`src/rtl/gpx_pkg.sv`:
```
package gpx_pkg;
   localparam int unsigned BYTE_BITS = 8;
   localparam int unsigned IDX_W     = 3;

   localparam logic [1:0] GRP_IN  = 2'd0;
   localparam logic [1:0] GRP_OUT = 2'd1;
   localparam logic [1:0] GRP_POL = 2'd2;
   localparam logic [1:0] GRP_CFG = 2'd3;

   typedef enum logic [3:0] {
      ST_IDLE, ST_ADDR, ST_ADDR_ACK, ST_CMD, ST_CMD_ACK,
      ST_WR, ST_WR_ACK, ST_RD, ST_RD_ACK
   } bus_st_e;

   typedef struct packed {
      logic                 valid;
      logic [IDX_W-1:0]     idx;
      logic [BYTE_BITS-1:0] data;
   } wr_req_t;
endpackage

```
`src/rtl/gpx_sync.sv`:
```
module gpx_sync #(
   parameter int unsigned W       = 1,
   parameter int unsigned STAGES  = 2,
   parameter logic [W-1:0] RST_VAL = '0
) (
   input  logic         clk,
   input  logic         rst_n,
   input  logic [W-1:0] d,
   output logic [W-1:0] q
);
   if (STAGES < 2) begin : g_bad_depth
      $error("gpx_sync: STAGES must be at least 2");
   end

   logic [W-1:0] stage_q [STAGES];

   always_ff @(posedge clk or negedge rst_n) begin
      if (!rst_n) begin
         for (int i = 0; i < int'(STAGES); i++) stage_q[i] <= RST_VAL;
      end else begin
         stage_q[0] <= d;
         for (int i = 1; i < int'(STAGES); i++) stage_q[i] <= stage_q[i-1];
      end
   end

   assign q = stage_q[STAGES-1];
endmodule

```
`src/rtl/gpx_bus_fsm.sv`:
```
module gpx_bus_fsm
   import gpx_pkg::*;
(
   input  logic                 clk,
   input  logic                 rst_n,
   input  logic                 scl_s,
   input  logic                 sda_s,
   input  logic [6:0]           dev_addr,
   input  logic [BYTE_BITS-1:0] rd_data,
   output wr_req_t              wr,
   output logic [IDX_W-1:0]     ptr,
   output logic                 sda_oe
);
   localparam logic [3:0] LAST_BIT = 4'(BYTE_BITS);

   bus_st_e              state;
   logic                 scl_d, sda_d;
   logic [3:0]           bitcnt;
   logic [BYTE_BITS-1:0] shreg;
   logic [BYTE_BITS-1:0] txreg;
   logic                 rd_mode;
   logic                 mack;

   logic scl_rise, scl_fall, start_det, stop_det, byte_done;

   assign scl_rise  = scl_s & ~scl_d;
   assign scl_fall  = ~scl_s & scl_d;
   assign start_det = scl_s & scl_d & sda_d & ~sda_s;
   assign stop_det  = scl_s & scl_d & ~sda_d & sda_s;
   assign byte_done = scl_fall && (bitcnt == LAST_BIT);

   always_ff @(posedge clk or negedge rst_n) begin
      if (!rst_n) begin
         state   <= ST_IDLE;
         scl_d   <= 1'b1;
         sda_d   <= 1'b1;
         bitcnt  <= '0;
         shreg   <= '0;
         txreg   <= '0;
         rd_mode <= 1'b0;
         mack    <= 1'b0;
         ptr     <= '0;
         sda_oe  <= 1'b0;
         wr      <= '0;
      end else begin
         scl_d    <= scl_s;
         sda_d    <= sda_s;
         wr.valid <= 1'b0;
         if (start_det) begin
            state  <= ST_ADDR;
            bitcnt <= '0;
            sda_oe <= 1'b0;
         end else if (stop_det) begin
            state  <= ST_IDLE;
            bitcnt <= '0;
            sda_oe <= 1'b0;
         end else begin
            unique case (state)
               ST_ADDR, ST_CMD, ST_WR: begin
                  if (scl_rise) begin
                     shreg  <= {shreg[BYTE_BITS-2:0], sda_s};
                     bitcnt <= bitcnt + 4'd1;
                  end else if (byte_done) begin
                     bitcnt <= '0;
                     if (state == ST_ADDR) begin
                        if (shreg[7:1] == dev_addr) begin
                           rd_mode <= shreg[0];
                           sda_oe  <= 1'b1;
                           state   <= ST_ADDR_ACK;
                        end else begin
                           state <= ST_IDLE;
                        end
                     end else if (state == ST_CMD) begin
                        ptr    <= shreg[IDX_W-1:0];
                        sda_oe <= 1'b1;
                        state  <= ST_CMD_ACK;
                     end else begin
                        wr     <= '{valid: 1'b1, idx: ptr, data: shreg};
                        ptr    <= {ptr[IDX_W-1:1], ~ptr[0]};
                        sda_oe <= 1'b1;
                        state  <= ST_WR_ACK;
                     end
                  end
               end
               ST_ADDR_ACK: begin
                  if (scl_fall) begin
                     if (rd_mode) begin
                        txreg  <= rd_data;
                        sda_oe <= ~rd_data[BYTE_BITS-1];
                        state  <= ST_RD;
                     end else begin
                        sda_oe <= 1'b0;
                        state  <= ST_CMD;
                     end
                  end
               end
               ST_CMD_ACK, ST_WR_ACK: begin
                  if (scl_fall) begin
                     sda_oe <= 1'b0;
                     state  <= ST_WR;
                  end
               end
               ST_RD: begin
                  if (scl_rise) begin
                     bitcnt <= bitcnt + 4'd1;
                  end else if (byte_done) begin
                     bitcnt <= '0;
                     sda_oe <= 1'b0;
                     ptr    <= {ptr[IDX_W-1:1], ~ptr[0]};
                     state  <= ST_RD_ACK;
                  end else if (scl_fall) begin
                     txreg  <= {txreg[BYTE_BITS-2:0], 1'b0};
                     sda_oe <= ~txreg[BYTE_BITS-2];
                  end
               end
               ST_RD_ACK: begin
                  if (scl_rise) begin
                     mack <= ~sda_s;
                  end else if (scl_fall) begin
                     if (mack) begin
                        txreg  <= rd_data;
                        sda_oe <= ~rd_data[BYTE_BITS-1];
                        state  <= ST_RD;
                     end else begin
                        state <= ST_IDLE;
                     end
                  end
               end
               default: ;
            endcase
         end
      end
   end
endmodule

```
`src/rtl/gpx_regfile.sv`:
```
module gpx_regfile
   import gpx_pkg::*;
#(
   parameter int unsigned PORT_W = 16
) (
   input  logic                 clk,
   input  logic                 rst_n,
   input  wr_req_t              wr,
   input  logic [IDX_W-1:0]     rd_idx,
   input  logic [PORT_W-1:0]    pin_s,
   output logic [BYTE_BITS-1:0] rd_data,
   output logic [PORT_W-1:0]    out_q,
   output logic [PORT_W-1:0]    pol_q,
   output logic [PORT_W-1:0]    cfg_q
);
   localparam int unsigned NPORT = PORT_W / BYTE_BITS;

   logic [BYTE_BITS-1:0] in_byte  [NPORT];
   logic [BYTE_BITS-1:0] out_byte [NPORT];
   logic [BYTE_BITS-1:0] pol_byte [NPORT];
   logic [BYTE_BITS-1:0] cfg_byte [NPORT];

   for (genvar p = 0; p < int'(NPORT); p++) begin : g_port
      localparam logic PSEL = 1'(p);
      logic [BYTE_BITS-1:0] out_r, pol_r, cfg_r;
      logic                 hit;

      assign hit = wr.valid && (wr.idx[0] == PSEL);

      always_ff @(posedge clk or negedge rst_n) begin
         if (!rst_n) begin
            out_r <= '1;
            pol_r <= '0;
            cfg_r <= '1;
         end else if (hit) begin
            unique case (wr.idx[2:1])
               GRP_OUT: out_r <= wr.data;
               GRP_POL: pol_r <= wr.data;
               GRP_CFG: cfg_r <= wr.data;
               default: ;
            endcase
         end
      end

      assign in_byte[p]  = pin_s[p*BYTE_BITS +: BYTE_BITS] ^ pol_r;
      assign out_byte[p] = out_r;
      assign pol_byte[p] = pol_r;
      assign cfg_byte[p] = cfg_r;
      assign out_q[p*BYTE_BITS +: BYTE_BITS] = out_r;
      assign pol_q[p*BYTE_BITS +: BYTE_BITS] = pol_r;
      assign cfg_q[p*BYTE_BITS +: BYTE_BITS] = cfg_r;
   end

   always_comb begin
      unique case (rd_idx[2:1])
         GRP_IN:  rd_data = in_byte[rd_idx[0]];
         GRP_OUT: rd_data = out_byte[rd_idx[0]];
         GRP_POL: rd_data = pol_byte[rd_idx[0]];
         default: rd_data = cfg_byte[rd_idx[0]];
      endcase
   end
endmodule

```
`src/rtl/gpx_i2c_target.sv`:
```
module gpx_i2c_target
   import gpx_pkg::*;
#(
   parameter logic [4:0]  ADDR_HI     = 5'b11101,
   parameter int unsigned SYNC_STAGES = 2,
   parameter int unsigned PORT_W      = 16
) (
   input  logic              clk,
   input  logic              rst_n,
   input  logic              scl_i,
   input  logic              sda_i,
   output logic              sda_oe,
   input  logic [1:0]        strap_i,
   input  logic [PORT_W-1:0] pin_i,
   output logic [PORT_W-1:0] out_q,
   output logic [PORT_W-1:0] pol_q,
   output logic [PORT_W-1:0] cfg_q
);
   localparam int unsigned NPORT = PORT_W / BYTE_BITS;

   if (NPORT != 2 || (PORT_W % BYTE_BITS) != 0) begin : g_bad_width
      $error("gpx_i2c_target: PORT_W must be two bytes");
   end

   logic [1:0]           bus_s;
   logic [PORT_W-1:0]    pin_s;
   wr_req_t              wr;
   logic [IDX_W-1:0]     ptr;
   logic [BYTE_BITS-1:0] rd_data;

   gpx_sync #(.W(2), .STAGES(SYNC_STAGES), .RST_VAL(2'b11)) u_bus_sync (
      .clk(clk), .rst_n(rst_n), .d({scl_i, sda_i}), .q(bus_s));

   gpx_sync #(.W(PORT_W), .STAGES(SYNC_STAGES), .RST_VAL('0)) u_pin_sync (
      .clk(clk), .rst_n(rst_n), .d(pin_i), .q(pin_s));

   gpx_bus_fsm u_fsm (
      .clk(clk), .rst_n(rst_n), .scl_s(bus_s[1]), .sda_s(bus_s[0]),
      .dev_addr({ADDR_HI, strap_i}), .rd_data(rd_data),
      .wr(wr), .ptr(ptr), .sda_oe(sda_oe));

   gpx_regfile #(.PORT_W(PORT_W)) u_regs (
      .clk(clk), .rst_n(rst_n), .wr(wr), .rd_idx(ptr), .pin_s(pin_s),
      .rd_data(rd_data), .out_q(out_q), .pol_q(pol_q), .cfg_q(cfg_q));
endmodule

```
`config.mk`:
```
export PLATFORM = sky130hd
export DESIGN_NAME = gpx_i2c_target
export DESIGN_NICKNAME = d
export VERILOG_FILES = /design/src/rtl/gpx_pkg.sv /design/src/rtl/gpx_sync.sv /design/src/rtl/gpx_bus_fsm.sv /design/src/rtl/gpx_regfile.sv /design/src/rtl/gpx_i2c_target.sv
export SDC_FILE = /design/constraint.sdc
export NUM_CORES = 1
export LEC_CHECK = 0
export ABC_AREA = 1
export CAP_MARGIN = 10
export CORE_MARGIN = 8
export CORE_UTILIZATION = 59
export DETAILED_ROUTE_END_ITERATION = 12
export GPL_TIMING_DRIVEN = 0
export PLACE_DENSITY = 0.86
export SLEW_MARGIN = 0
export SYNTH_ARGS = -nofsm -noshare
export SYNTH_HDL_FRONTEND = slang
export SYNTH_HIERARCHICAL = 1
export SYNTH_SLANG_ARGS = --single-unit
```
`constraint.sdc`:
```
create_clock -name clk -period 2.79 [get_ports clk]
set_input_delay 0.279 -clock clk [delete_from_list [all_inputs] [get_ports clk]]
set_output_delay 0.279 -clock clk [all_outputs]
set_load 0.02 [all_outputs]
```
==> results.json <==
{
  "run_status": "completed",
  "fill_cells": 710,
  "numCtsBuffers": 17,
  "min_delay_worst_endpoint": "u_bus_sync/stage_q[2]$_DFF_PN1_",
  "synth.distinct_cells": 39,
  "hold_buffers": 1,
  "min_period_over_period": 0.715,
  "reg2reg_from": "u_bus_sync/q[0]$_DFF_PN1_",
  "grt_antenna_before_repair": 0,
  "ys.flop_type": "dfrtp_1",
  "tightest_slew_ps": 540,
  "synth_top_area_share": 0.363,
  "ys_ff_latch": 127,
  "dp.final_hpwl_mm": 11.9,
  "pre_cts_ws_ps": 849,
  "cts_tree": "done",
  "unrepaired_setup_endpoints_after_global_routing": "no",
  "timing.critical_path.to_type": "output pin",
  "std_cell_rows": 37,
  "pwr_cell_area_mw_per_mm2": 737,
  "post_cts_setup_buffer_count": 0,
  "path_cells": "clkdlybuf4s50_1",
  "timing.max_slew.rel_slack": 0.638,
  "min_period_ps": 1990,
  "nets": 864,
  "postRouteAntennaNets": 0,
  "slew_viol_final": 0,
  "postSynth.asyncResetShare": 1.00,
  "floorplan.initialDensity": 0.600,
  "hp-class": "primary input to register",
  "leakagePower_nw": 3.61,
  "warnings_from_yosys": 6,
  "yosys-top-cells-area": "dfrtp_1 (36%), dfstp_2 (16%), nand2_1 (15%)",
  "drc": 0,
  "syn-mean-instance-area_um2": 8.28,
  "postCtsResizedCells": 0,
  "most_crowded_layer_gr": "met2",
  "clk_root_buffer_cell": "clkbuf_8",
  "clk_latency_ps": 530,
  "beginning_of_the_worst_hold_path": "sda_i",
  "first_global_vias": 5329,
  "die_h_um": 118,
  "maxCapViolations": 0,
  "timing.final.ws_setup_ps": 795,
  "storage_element_area_mm2": 0.00323,
  "r2r_setup_slack_ps": 820,
  "p_total_mw": 5.69,
  "synth.cell_area_mm2": 0.00613,
  "post_drt_via_cell_ratio": 5.49,
  "groute.layer.met2.usage": 0.392,
  "layout_common_cells": "nand2_1 (246), inv_1 (99), dfrtp_1 (89)",
  "first_iter_violations": 613,
  "critical_path.startpoint_type": "register",
  "critPathTopFamily": "buffers and inverters",
  "grt_use_met1": 0.313,
  "critPathMaxFanout": 3,
  "regToRegEndpoint": "u_fsm/txreg[6]$_DFFE_PN0P_",
  "wl_per_cell_um": 17.5,
  "grt_max_degree": 74,
  "grt-ovfl-total": 0,
  "flow.area_growth_from_synthesis_pct": 25.9,
  "synth_enable_flop_cells": 0,
  "critPathKind": "register to output pin",
  "timing.clock.skew_ps": 5.56,
  "max-vdd-ir-drop_uv": 507,
  "drt_wl_total_mm": 17.3,
  "place.gp.congestion": 0.908,
  "cts_max_path_buffers": 2,
  "critPathSlowestCell": "clkdlybuf4s50_1",
  "worstRegToRegCells": 10,
  "num_vias": 5427,
  "mostFrequentLayoutCell": "nand2_1",
  "num_antenna_cells": 0,
  "synth_area_leader_cell": "dfrtp_1",
  "critical_path.n_buffers_inverters": 1,
  "final-setup-viol-count": 0,
  "grt_first_pass_wirelength_mm": 27.5,
  "count_of_non_filler_cells_in_the_finished_layout": 989,
  "h-tree-depth": 4,
  "drtPass1Iterations": 7,
  "global_route.usage.total": 0.253,
  "clkTransAtPathRegs_ps": 60,
  "arrival_ps": 1720,
  "holdPathStages": 1,
  "drive_gt1_frac": 0.170,
  "global_route.usage.met3": 0.0806,
  "numClockSinks": 127,
  "sequential_cell_area_fraction_in_the_yosys_report": 0.526,
  "place_inst": 956,
  "worst_ep_required_time_ps": 2510,
  "maxClockFrequency_mhz": 501,
  "netlist_instances": 741,
  "fp.dieArea_mm2": 0.0139,
  "cp_slowest_stage_delay_ps": 620,
  "portBuffers": 70,
  "die_x_um": 118,
  "fp.coreArea_mm2": 0.0102,
  "design.portCount": 71,
  "hold_viol_final": 0,
  "multi_input_comb_area_mm2": 0.00229
}
[layout make-up]
cell class	count	share of cell area
Buffer	36	0.0350
Multi-Input combinational cell	484	0.296
Clock buffer	19	0.0572
Clock inverter	13	0.0272
Timing Repair Buffer	72	0.0957
Tap cell	136	0.0220
Inverter	102	0.0496
Sequential cell	127	0.417
[worst max-delay path by stage]
| stage | start | end | slack (ps) | cells past startpoint |
|---|---|---|---|---|
| floorplan | u_bus_sync/q[0]$_DFF_PN1_ | u_fsm/txreg[6]$_DFFE_PN0P_ | 1120 | 10 |
| global placement | rst_n | u_fsm/shreg[6]$_DFFE_PN0P_ | -3110 | 1 |
| detailed placement | u_bus_sync/q[0]$_DFF_PN1_ | u_fsm/txreg[4]$_DFFE_PN0P_ | 850 | 10 |
| CTS | u_regs/g_port[1].out_r[6]$_DFFE_PN1P_ | out_q[14] | 770 | 1 |
| global route | u_bus_sync/q[0]$_DFF_PN1_ | u_fsm/txreg[6]$_DFFE_PN0P_ | 690 | 10 |
| finish | u_regs/g_port[1].out_r[6]$_DFFE_PN1P_ | out_q[14] | 800 | 1 |
[per-stage QoR]
step	hold WS, ps	setup TNS [ps]	util	cell area [µm²]
6_report	159	0	0.755	7730
3_3_place_gp	332	-338950	0.688	7040
3_5_place_dp	268	0	0.690	7060
2_1_floorplan	-16.6	0	-	6160
5_1_grt	149	0	0.755	7730
4_1_cts	134	0	0.755	7730
[report_power, final]
| part | internal (mW) | switching [mW] | leakage (nW) |
|---|---|---|---|
| logic | 0.423 | 0.705 | 1.76 |
| clock network | 1.59 | 0.826 | 0.314 |
| registers | 2.02 | 0.133 | 1.54 |
[logic make-up after synthesis]
| family | share of synthesized area |
|---|---|
| xor gates and xnor gates | 0.00143 |
| buffers and inverters | 0.106 |
| and+or+nand+nor | 0.248 |
| adders and majority gates | 0.00408 |
| AOI/OAI and AO/OA | 0.101 |
| DFF | 0.526 |
| other | 0.00122 |
| muxes | 0.0116 |
[synth_stat cells, types with 2 or more instances]
cell type and instances:
nand3_4 2, buf_4 19, nand2_2 7, mux2i_1 6, buf_2 7, nor2_1 30
buf_6 5, dfrtp_1 89, nor2_2 6, o21ai_0 66, inv_2 3, dfstp_2 38
conb_1 2, o21ai_2 15, nand2_1 246, a21oi_1 12, ha_1 2, nand3_1 47
clkbuf_1 3, o21ai_1 13, inv_1 99, nand4_1 3, nor3_1 5
[flip-flops by register name (all words and copies together), names as in the netlist, 7 cells and up]
register / cells
u_pin_sync/q: 16
u_pin_sync/stage_q: 16
u_regs/g_port.cfg_r: 16
u_regs/g_port.out_r: 16
u_regs/g_port.pol_r: 16
u_fsm/wr: 12
u_fsm/shreg: 8
u_fsm/txreg: 7
[per-layer routing]
| metal | vias to the layer above | share of wire |
|---|---|---|
| li1 | 2494 | - |
| met1 | 2575 | 0.41 |
| met2 | 305 | 0.46 |
| met3 | 53 | 0.090 |
| met4 | 0 | 0.035 |
| met5 | - | 0 |
No activity file was read; power rests on OpenSTA's default activity.
